===== src/rtl/ep_pkg.sv =====
package ep_pkg;

  typedef enum logic [1:0] {
    TRIG_LOW  = 2'b00,
    TRIG_RISE = 2'b01,
    TRIG_FALL = 2'b10,
    TRIG_BOTH = 2'b11
  } trig_e;

  localparam int ADDR_W = 3;

  localparam logic [ADDR_W-1:0] ADR_MODE  = 3'd0;
  localparam logic [ADDR_W-1:0] ADR_DIR   = 3'd1;
  localparam logic [ADDR_W-1:0] ADR_EN    = 3'd2;
  localparam logic [ADDR_W-1:0] ADR_DOUT  = 3'd3;
  localparam logic [ADDR_W-1:0] ADR_LEVEL = 3'd4;
  localparam logic [ADDR_W-1:0] ADR_FLAG  = 3'd5;

endpackage


===== src/rtl/ep_rst_sync.sv =====
module ep_rst_sync (
  input  logic clk,
  input  logic rst_n,
  output logic rst_q_n
);

  logic [1:0] chain_q;

  always_ff @(posedge clk or negedge rst_n) begin
    if (!rst_n) begin
      chain_q <= 2'b00;
    end else begin
      chain_q <= {chain_q[0], 1'b1};
    end
  end

  assign rst_q_n = chain_q[1];

endmodule


===== src/rtl/ep_sync.sv =====
module ep_sync #(
  parameter int          W      = 8,
  parameter int          STAGES = 2,
  parameter logic [W-1:0] IDLE  = '1
) (
  input  logic         clk,
  input  logic         rst_n,
  input  logic [W-1:0] d,
  output logic [W-1:0] q
);

  logic [W-1:0] stage_q [STAGES];

  always_ff @(posedge clk or negedge rst_n) begin
    if (!rst_n) begin
      for (int i = 0; i < STAGES; i++) begin
        stage_q[i] <= IDLE;
      end
    end else begin
      stage_q[0] <= d;
      for (int i = 1; i < STAGES; i++) begin
        stage_q[i] <= stage_q[i-1];
      end
    end
  end

  assign q = stage_q[STAGES-1];

endmodule


===== src/rtl/ep_pin_cell.sv =====
module ep_pin_cell
  import ep_pkg::*;
#(
  parameter bit USED = 1'b1
) (
  input  logic       clk,
  input  logic       rst_n,
  input  logic [1:0] mode,
  input  logic       is_out,
  input  logic       en,
  input  logic       smp,
  input  logic       smp_prev,
  input  logic       clr,
  output logic       flag,
  output logic       req
);

  trig_e trig;
  logic  edge_hit;
  logic  latch_q;
  logic  latch_d;
  logic  latch_ce;

  assign trig = trig_e'(mode);

  always_comb begin
    case (trig)
      TRIG_RISE: edge_hit = smp & ~smp_prev;
      TRIG_FALL: edge_hit = ~smp & smp_prev;
      TRIG_BOTH: edge_hit = smp ^ smp_prev;
      default:   edge_hit = 1'b0;
    endcase
  end

  always_comb begin
    if (is_out || (trig == TRIG_LOW)) begin
      latch_d = 1'b0;
    end else if (edge_hit) begin
      latch_d = 1'b1;
    end else if (clr) begin
      latch_d = 1'b0;
    end else begin
      latch_d = latch_q;
    end
    latch_ce = (latch_d != latch_q);
  end

  always_ff @(posedge clk or negedge rst_n) begin
    if (!rst_n) begin
      latch_q <= 1'b0;
    end else if (latch_ce) begin
      latch_q <= latch_d;
    end
  end

  logic flag_raw;

  assign flag_raw = (trig == TRIG_LOW) ? (~smp & ~is_out) : latch_q;
  assign flag     = USED ? flag_raw : 1'b0;
  assign req      = flag & en & ~is_out;

endmodule


===== src/rtl/ep_regs.sv =====
module ep_regs
  import ep_pkg::*;
#(
  parameter int NPINS = 8
) (
  input  logic               clk,
  input  logic               rst_n,
  input  logic               wr,
  input  logic [ADDR_W-1:0]  addr,
  input  logic [2*NPINS-1:0] wdata,
  input  logic [NPINS-1:0]   level,
  input  logic [NPINS-1:0]   flags,
  output logic [2*NPINS-1:0] mode_q,
  output logic [NPINS-1:0]   dir_q,
  output logic [NPINS-1:0]   en_q,
  output logic [NPINS-1:0]   dout_q,
  output logic [NPINS-1:0]   clr,
  output logic [2*NPINS-1:0] rdata
);

  localparam int MW  = 2 * NPINS;
  localparam int PAD = MW - NPINS;

  logic mode_ce, dir_ce, en_ce, dout_ce;

  always_comb begin
    mode_ce = wr && (addr == ADR_MODE);
    dir_ce  = wr && (addr == ADR_DIR);
    en_ce   = wr && (addr == ADR_EN);
    dout_ce = wr && (addr == ADR_DOUT);
    clr     = (wr && (addr == ADR_FLAG)) ? wdata[NPINS-1:0] : '0;
  end

  always_ff @(posedge clk or negedge rst_n) begin
    if (!rst_n) begin
      mode_q <= '0;
    end else if (mode_ce) begin
      mode_q <= wdata;
    end
  end

  always_ff @(posedge clk or negedge rst_n) begin
    if (!rst_n) begin
      dir_q <= '0;
    end else if (dir_ce) begin
      dir_q <= wdata[NPINS-1:0];
    end
  end

  always_ff @(posedge clk or negedge rst_n) begin
    if (!rst_n) begin
      en_q <= '0;
    end else if (en_ce) begin
      en_q <= wdata[NPINS-1:0];
    end
  end

  always_ff @(posedge clk or negedge rst_n) begin
    if (!rst_n) begin
      dout_q <= '0;
    end else if (dout_ce) begin
      dout_q <= wdata[NPINS-1:0];
    end
  end

  always_comb begin
    case (addr)
      ADR_MODE:  rdata = mode_q;
      ADR_DIR:   rdata = {{PAD{1'b0}}, dir_q};
      ADR_EN:    rdata = {{PAD{1'b0}}, en_q};
      ADR_DOUT:  rdata = {{PAD{1'b0}}, dout_q};
      ADR_LEVEL: rdata = {{PAD{1'b0}}, level};
      ADR_FLAG:  rdata = {{PAD{1'b0}}, flags};
      default:   rdata = '0;
    endcase
  end

endmodule


===== src/rtl/edge_port_irq.sv =====
module edge_port_irq
  import ep_pkg::*;
#(
  parameter int NPINS       = 8,
  parameter int SYNC_STAGES = 2
) (
  input  logic               clk,
  input  logic               rst_n,
  input  logic               reg_wr,
  input  logic [2:0]         reg_addr,
  input  logic [2*NPINS-1:0] reg_wdata,
  output logic [2*NPINS-1:0] reg_rdata,
  input  logic [NPINS-1:0]   pin_in,
  output logic [NPINS-1:0]   pin_out,
  output logic [NPINS-1:0]   pin_oe,
  output logic [NPINS-1:0]   irq_req
);

  localparam int MW = 2 * NPINS;

  logic             rst_q_n;
  logic [NPINS-1:0] smp;
  logic [NPINS-1:0] smp_prev;
  logic [MW-1:0]    mode_q;
  logic [NPINS-1:0] dir_q;
  logic [NPINS-1:0] en_q;
  logic [NPINS-1:0] dout_q;
  logic [NPINS-1:0] clr_vec;
  logic [NPINS-1:0] flag_vec;

  ep_rst_sync u_rst (
    .clk     (clk),
    .rst_n   (rst_n),
    .rst_q_n (rst_q_n)
  );

  ep_sync #(
    .W      (NPINS),
    .STAGES (SYNC_STAGES),
    .IDLE   ({NPINS{1'b1}})
  ) u_sync (
    .clk   (clk),
    .rst_n (rst_q_n),
    .d     (pin_in),
    .q     (smp)
  );

  always_ff @(posedge clk or negedge rst_q_n) begin
    if (!rst_q_n) begin
      smp_prev <= '1;
    end else begin
      smp_prev <= smp;
    end
  end

  ep_regs #(
    .NPINS (NPINS)
  ) u_regs (
    .clk    (clk),
    .rst_n  (rst_q_n),
    .wr     (reg_wr),
    .addr   (reg_addr),
    .wdata  (reg_wdata),
    .level  (smp),
    .flags  (flag_vec),
    .mode_q (mode_q),
    .dir_q  (dir_q),
    .en_q   (en_q),
    .dout_q (dout_q),
    .clr    (clr_vec),
    .rdata  (reg_rdata)
  );

  for (genvar n = 0; n < NPINS; n++) begin : g_pin
    ep_pin_cell #(
      .USED (n != 0)
    ) u_cell (
      .clk      (clk),
      .rst_n    (rst_q_n),
      .mode     (mode_q[2*n+1:2*n]),
      .is_out   (dir_q[n]),
      .en       (en_q[n]),
      .smp      (smp[n]),
      .smp_prev (smp_prev[n]),
      .clr      (clr_vec[n]),
      .flag     (flag_vec[n]),
      .req      (irq_req[n])
    );
  end

  assign pin_out = dout_q;
  assign pin_oe  = dir_q;

endmodule


===== config.mk =====
export PLATFORM = sky130hd
export DESIGN_NAME = edge_port_irq
export DESIGN_NICKNAME = d
export VERILOG_FILES = /design/src/rtl/ep_pkg.sv /design/src/rtl/ep_rst_sync.sv /design/src/rtl/ep_sync.sv /design/src/rtl/ep_pin_cell.sv /design/src/rtl/ep_regs.sv /design/src/rtl/edge_port_irq.sv
export SDC_FILE = /design/constraint.sdc
export NUM_CORES = 1
export LEC_CHECK = 0
export BUFFER_PORTS_ARGS = -buffer_cell sky130_fd_sc_hd__buf_2
export CAP_MARGIN = 0
export CORE_MARGIN = 2
export CORE_UTILIZATION = 55
export DETAILED_ROUTE_END_ITERATION = 12
export PLACE_DENSITY = 0.8
export SLEW_MARGIN = 25
export SYNTH_ARGS = -nofsm -noshare
export SYNTH_HDL_FRONTEND = slang
export SYNTH_SLANG_ARGS = --single-unit

===== constraint.sdc =====
create_clock -name clk -period 4.53 [get_ports clk]
set_input_delay 0.453 -clock clk [delete_from_list [all_inputs] [get_ports clk]]
set_output_delay 0.453 -clock clk [all_outputs]
set_load 0.1 [all_outputs]

* Word level (Yosys, flattened, before mapping) *
Index checks and enable logic that the tools add are counted.

word-level totals
  bits of input ports = 30
  latch bits = 0
  ROM bits = 0
  output and inout port bits = 40
  bits in writable memories = 0
  bits in registers = 73
  memories kept = 0
  word-level logic and storage cells = 168

cells by class
  multipliers = 0
  shift-type cells = 0
  $add $sub $neg = 0
  reductions and logical operators = 20
  mux-type cells = 37
  equal/unequal tests = 33
  div/mod/pow operators = 0
  bitwise gates (word level) = 63
  magnitude comparators = 0

operator list
  kind                  count
  $pmux W16 S6          1
  $and A1 B1 Y1         35
  $eq A2 B2 Y1 const B  14
  $mux W1               28
  $not A1 Y1            21
  $pmux W1 S3           7
  $eq A2 B1 Y1 const B  7
  $logic_not A2 Y1      7
  $mux W8               1
  $logic_or A1 B1 Y1    7
  $ne A1 B1 Y1          7
  $xor A1 B1 Y1         7
  $eq A3 B2 Y1 const B  2
  $eq A3 B3 Y1 const B  2
  $logic_and A1 B1 Y1   5
  $eq A3 B1 Y1 const B  1
  $logic_not A3 Y1      1

* Logic depth before layout (Yosys ltp) *
Gate-level depths: netlist of the first run.

  depth after elaboration = 7
  mapped depth = 5
  gate-level depth less buffers = 5

* Cells and area by module *
A second synthesis of the first run with hierarchy kept.

second synthesis, totals
  cell total of the unflattened synthesis = 313
  area total of the unflattened synthesis = 3793.6 sq um

by module, submodules not included
  module                             area an instance (sq um)  cells each  times used  sequential area each (sq um)
  ep_regs                            2110.8                    163         1           1001.0
  ep_pin_cell (g_pin[1].u_cell ...)  131.4                     16          7           25.0
  ep_sync                            480.5                     24          1           420.4
  edge_port_irq                      210.2                     8           1           210.2
  ep_rst_sync                        53.8                      3           1           50.0
  ep_pin_cell (g_pin[0].u_cell)      18.8                      3           1           0.0

* Least setup slack after synthesis of the first run *
No wires, ideal clock.

  kind = register to output
  from = reg u_regs.dout_q[1]
  to = out reg_rdata[1]
  data required time = 4077 ps
  slack = 1232 ps
  stages on the path, launching flop included = 4
  data arrival time = 2845 ps
  cells stage by stage = dfrtp_1 > mux2i_1 > mux2_2 > o221ai_1

between the ends
  longest elaborated chain between the ends = 1

RTL lines
  item                      RTL line             text
  start: declaration        ep_regs.sv:16        output logic [NPINS-1:0] dout_q,
  start signal: assignment  ep_regs.sv:62        dout_q <= wdata[NPINS-1:0];
  $pmux W16 S6              ep_regs.sv:67        case (addr)
  end: declaration          edge_port_irq.sv:12  output logic [2*NPINS-1:0] reg_rdata,

Every way passes these cells.

* Final worst setup path of the first run *
  from = reg u_regs.dir_q[4]
  to = out reg_rdata[4]

between the ends
  longest elaborated chain between the ends = 4

RTL lines
  item                      RTL line           text
  start: declaration        ep_regs.sv:14      output logic [NPINS-1:0] dir_q,
  start signal: assignment  ep_regs.sv:46      dir_q <= wdata[NPINS-1:0];
  $not A1 Y1                ep_pin_cell.sv:58  assign flag_raw = (trig == TRIG_LOW) ? (~smp & ~is_out) : latch_q;
  $and A1 B1 Y1             ep_pin_cell.sv:58
  $mux W1                   ep_pin_cell.sv:58
  $pmux W16 S6 *            ep_regs.sv:67

Mark *: on every way between the ends. The rest lies on a longest branch, timed or not.

==> results of run 1 <==
flip-flops by register name (all words and copies together) (netlist names):
| signal | cells |
|---|---|
| g_pin.u_cell.latch_q | 7 |
| smp_prev | 7 |
| u_regs.dir_q | 8 |
| u_regs.dout_q | 8 |
| u_regs.en_q | 8 |
| u_regs.mode_q | 16 |
| u_rst.chain_q | 2 |
| u_sync.q | 8 |
| u_sync.stage_q | 8 |
how the worst max path moves through the flow:
| stage | slack, ps | to |
|---|---|---|
| CTS | 1840 | reg_rdata[4] |
| finish | 1830 | reg_rdata[4] |
| global placement | 1910 | reg_rdata[8] |
| global route | 1720 | reg_rdata[4] |
| floorplan | 1230 | reg_rdata[1] |
| detailed placement | 1880 | reg_rdata[14] |
repair_timing:
item	CTS	global route
buffers inserted	0	0
hold endpoints to repair	2	0
gates resized for setup	0	0
hold buffers	1	0
setup endpoints to repair	0	0
metal layers:
metal | vias to the layer above | part of all wire
met5 | - | 0
met4 | 0 | 0.016
met3 | 12 | 0.059
met2 | 79 | 0.48
met1 | 1258 | 0.44
li1 | 1214 | -
cells by family (layout without fill, tap and decap cells):
logic type                 count (synthesis)  count (layout)
DFF                                       72              72
buffers and inverters                     52             114
adders and majority gates                 14              14
muxes                                     54              54
other                                      2               2
and+or+nand+nor                           68              68
AOI/OAI and AO/OA                         53              53
worst max-delay path, cell delays in order, from the launching register on:
cell      delay (ps)
dfrtp_1          440
or4_1            590
a211oi_1         260
o21a_1           180
buf_2            430
report_power, final:
part	internal, mW	switching (mW)
logic	0.185	0.529
clock network	0.200	0.243
registers	0.753	0.115
final cells by class:
type | instances | area (µm²) | share of cell area
Clock buffer | 10 | 128 | 0.0306
Clock inverter | 6 | 46.3 | 0.0111
Inverter | 27 | 101 | 0.0243
Multi-Input combinational cell | 191 | 1610 | 0.385
Sequential cell | 72 | 1830 | 0.439
Tap cell | 77 | 96.3 | 0.0231
Timing Repair Buffer | 71 | 365 | 0.0875
cell usage after synthesis (4+ instances only):
cell      instances  area share
nor2b_1          14       0.024
ha_1             14       0.047
o21a_1            5       0.010
nand3b_1          8       0.016
o21ai_0          19       0.026
nor2_1           10       0.010
a311oi_1          8       0.019
dfrtp_1          49        0.33
and2_1            8       0.013
inv_1            27       0.027
mux2_2           41        0.12
buf_4            19       0.038
mux2i_1          10       0.027
dfstp_2          23        0.16
nand2_1           6      0.0061
o221ai_1          4      0.0094
==> metrics.yaml, run 1 <==
clock_tree.htree_level_count: 3
clockBufferDepth: 2
io_pins: 70
final_core_utilization: 0.646
synthFlopType: "dfrtp_1"
worst_setup_path_startpoint: "u_regs.dir_q[4]"
critPathKind: "reg2out"
finalWirelength_um: 7630
vias_per_cell: 5.65
finalCriticalPeriod_ps: 2700
synth_fa_ha_area_frac: 0.0471
yosysWarnings: 0
core-area_um2: 6460
via_count: 2563
worst_slew_slack_as_a_fraction_of_its_limit: 0.401
routabilityCongestion: 0.853
drt_pre_antenna_iters: 4
vdd.ir_drop.worst_mv: 0.277
critical_path.reg2reg.endpoint: "g_pin[1].u_cell.latch_q"
layout.cells.non_filler: 454
worst_setup_slack_before_clock_tree_synthesis_ps: 1880
yosys.area_share.xor_xnor: 0
async_flop_share: 1.00
timing.reg2reg.worst_path_depth: 5
maxSlewViolCount: 0
dr.first_iter.drc_count: 153
synth_compound_gate_area_share: 0.0999
synthDistinctLibCells: 46
core.rowCount: 29
worst_pin_slew_ps: 892
worst_setup_hold_path_clk_slew_ps: 80
fin_tns_setup_ps: 0
holdCritPathClass: "in2reg"
timing.critical_path.fanout_max: 6
fp.dieArea_um2: 7440
element_type_at_the_critical_path_start: "register"
floorplan.initialDensity: 0.576
syn_nets: 359
clock-sinks: 72
wire_per_inst_um: 16.8
finClkSkew_ps: 6.88
synthSimpleGateAreaFrac: 0.117
numCtsBuffers: 9
clkLatencyLatePin_ps: 340
grt_first_pass_wirelength_um: 12800
syn_area_um2: 3720
place.detailed.instances: 437
dpl-instance-area_um2: 3990
first_global_vias: 2481
setup_slack_ps: 1830
postSynthCellCount: 315
gr_util_met3: 0.0619
finalSetupViolCount: 0
port_buffer_cells: 68
worstHoldPathCells: 1
drive_above_1_share: 0.411
timing.max_cap.violations: 0
design_power_total_mw: 2.03
hold_path_startpoint: "pin_in[6]"
p_per_area_nw_per_um2: 485
report.final.hold_viol_count: 0
grt_antenna_before_repair: 0
num-nets-final: 416
timing.critical_path.arrival_ps: 2240
synth-edff-count: 0
leakagePower_nw: 1.98
min_period_over_period: 0.595
route.antenna.remaining_nets: 0
fin_area_um2: 4180
status: "completed"
yosys_register_bits: 72
synth_sequential_area_ratio: 0.492
largest_family_of_logic_cells_by_synthesized_area: "multiplexers"
busiest_layer: "met2"
crit_path_end_kind: "output pin"
diodes: 0
detail_route.drc_violations: 0
rrSetupSlack_ps: 3150
hold_ws_ps: 197
filler_cell_count: 526
floorplan.die.width_um: 86.3
grt.met2_usage: 0.347
max_freq_mhz: 371
cts_tree: "yes"
synthesis.area_per_instance_um2: 11.8
most_common_cell_after_layout_fill_and_taps_aside: "buf_2"
worst_r2r_startpoint: "smp_prev[1]"
groute.usage.overall: 0.225
grt_overflow_total: 0
rsz_0062_raised_after_global_routing: "false"
layout_common_cells: "68 x buf_2, 48 x dfrtp_1, 41 x mux2_2, 27 x inv_1, 23 x dfstp_2"
largest_net_degree_at_the_start_of_global_routing: 37
die_y_um: 86.3
grt_met1_usage: 0.308
whs_endpoint: "u_sync.stage_q[14]"
fraction_of_synthesized_area_in_multiplexers: 0.166
clock_tree.root_cell: "clkbuf_8"
cp.required_ps: 4080
place.detailed.hpwl_um: 5430
area_growth_pct: 12.2
(Power assumes the default switching activity.)
==> run 2: changes to the inputs <==
- clock period: 4.53 -> 2.8 ns (I/O delays scaled with it)
==> run 2 against run 1 <==
Net effect: clock power up 100%; via count is 2.1% higher; hold slack worse by 170 ps; cell count increased by 0.22%; clock skew hardly changed; register-to-register slack got worse by 1800 ps; count of clock-buffer cells in the layout stayed put; wire length down 1.5%; largest cell class unchanged.
==> metrics.yaml, run 2 (synthesis results as in run 1) <==
status: "completed"
setup_slack_ps: 255
worst_r2r_startpoint: "smp_prev[7]"
clock_tree.htree_level_count: 3
diodes: 0
layout.cells.non_filler: 455
num-nets-final: 417
holdCritPathClass: "in2reg"
finalSetupViolCount: 0
cp.required_ps: 2520
design_power_total_mw: 3.46
vdd.ir_drop.worst_mv: 0.462
die_y_um: 86.3
max_freq_mhz: 393
worst_pin_slew_ps: 767
largest_net_degree_at_the_start_of_global_routing: 37
layout_common_cells: "68 x buf_2, 48 x dfrtp_1, 41 x mux2_2, 27 x inv_1, 23 x dfstp_2"
crit_path_end_kind: "output pin"
dpl-instance-area_um2: 4030
detail_route.drc_violations: 0
top_cell_family_by_delay_on_the_critical_path: "simple AND/OR/NAND/NOR gates"
route.antenna.remaining_nets: 0
finalWirelength_um: 7510
cts_tree: "yes"
drt_pre_antenna_iters: 4
maxSlewViolCount: 0
area_growth_pct: 14.5
share_clk_of_total_power: 0.258
timing.critical_path.depth: 4
final_core_utilization: 0.660
worst_setup_path_startpoint: "u_regs.dir_q[4]"
top_layer: "met4"
min_period_over_period: 0.909
timing.max_cap.violations: 0
hold_ws_ps: 26.3
power_switching_mw: 1.42
worstHoldPathCells: 1
wire_per_inst_um: 16.5
worst_setup_path_endpoint: "reg_rdata[4]"
crit_path_cell_chain: "or4_1, a211oi_1, o21a_1, buf_2"
power_frac_comb: 0.337
via_count: 2616
cp_num_buf_inv: 1
registers.top_by_ff_count: "u_regs.mode_q"
clkLatencyLatePin_ps: 340
groute.usage.overall: 0.222
clock_tree.root_cell: "clkbuf_8"
most_common_cell_after_layout_fill_and_taps_aside: "buf_2"
p_per_area_nw_per_um2: 813
floorplan.die.width_um: 86.3
critical_path.reg2reg.endpoint: "g_pin[7].u_cell.latch_q"
p_seq_frac: 0.405
finClkSkew_ps: 6.83
leakagePower_nw: 2.02
timing.reg2reg.worst_path_depth: 5
routabilityCongestion: 0.808
grt_first_pass_wirelength_um: 12500
wl_met2_um: 3650
io_pins: 70
rrSetupSlack_ps: 1390
port_buffer_cells: 68
cellInternalPower_mw: 2.05
timing.critical_path.arrival_ps: 2260
crit_path_max_incr_delay_ps: 600
clock-sinks: 72
fin_area_um2: 4260
finalCriticalPeriod_ps: 2540
timing.critical_path.fanout_max: 6
power_switching_share: 0.410
core.rowCount: 29
place.detailed.hpwl_um: 5470
floorplan.initialDensity: 0.576
worst_setup_slack_before_clock_tree_synthesis_ps: 631
fin_tns_setup_ps: 0
core-area_um2: 6460
report.final.hold_viol_count: 0
drive_above_1_share: 0.423
dr.first_iter.drc_count: 149
clockBufferDepth: 2
first_global_vias: 2588
fp.dieArea_um2: 7440
element_type_at_the_critical_path_start: "register"
worst_setup_hold_path_clk_slew_ps: 70
place.detailed.instances: 438
vias_per_cell: 5.75
worst_slew_slack_as_a_fraction_of_its_limit: 0.489
routed-wl-met3_um: 454
grt_antenna_before_repair: 0
grt_overflow_total: 0
met1_length_um: 3200
critPathKind: "reg2out"
numCtsBuffers: 9
cts_setup_buffers: 0
crit_slowest_cell: "or4_1"
largest_register_ff_count: 16
rsz_0062_raised_after_global_routing: "false"
[run 2: cell count changes in the layout (fill, tap and decap cells not counted)]
cell        previous run  this run
o221ai_1               4         1
bufinv_16              0         2
clkinv_4               3         0
buf_12                 0         1
clkbuf_8               9        10
clkbuf_1               1         0
o221ai_2               0         3
clkinvlp_4             2         1
clkinv_2               1         3
[run 2: final cells by class]
| cell class | instances | area [µm²] |
|---|---|---|
| tap | 77 | 96.3 |
| multi-input combinational | 191 | 1630 |
| clock buffer | 10 | 138 |
| clock inverter | 6 | 82.6 |
| sequential | 72 | 1830 |
| inverter | 27 | 101 |
| fill | 498 | 2200 |
| timing repair buffer | 72 | 385 |
[run 2: worst min path at each step]
stage                                    to      start
after global routing      u_sync.stage_q[8]  pin_in[0]
after floorplan            u_rst.chain_q[0]      rst_n
after global placement     u_rst.chain_q[0]      rst_n
after CTS                 u_sync.stage_q[8]  pin_in[0]
after detailed placement   u_rst.chain_q[0]      rst_n
final                     u_sync.stage_q[8]  pin_in[0]
[run 2: worst reg2reg max path, stage by stage (launching register included)]
cell and delay [ps]:
dfstp_2 530, inv_1 40, ha_1 290, nor2b_1 100
o21ai_0 100, a311oi_1 250
[run 2: what timing repair did]
item / 4_1_cts / 5_1_grt
gates resized for setup: 0 / 0
hold buffers: 1 / 0
hold endpoints to repair: 2 / 0
[run 2: power by group through the flow]
stage / sequential [mW] / combinational [mW] / clock (mW)
6_report: 1.40 / 1.17 / 0.893
4_1_cts: 1.41 / 1.17 / 0.915
3_3_place_gp: 1.42 / 1.15 / 0
3_5_place_dp: 1.42 / 1.17 / 0
5_1_grt: 1.44 / 1.22 / 0.966
2_1_floorplan: 1.56 / 0.860 / 0
[run 2: metal layers]
metal / up-vias / global-route usage
met2: 84 / 0.345
met3: 19 / 0.0543
met4: 0 / 0.102
met1: 1290 / 0.295
li1: 1223 / -
met5: - / 0
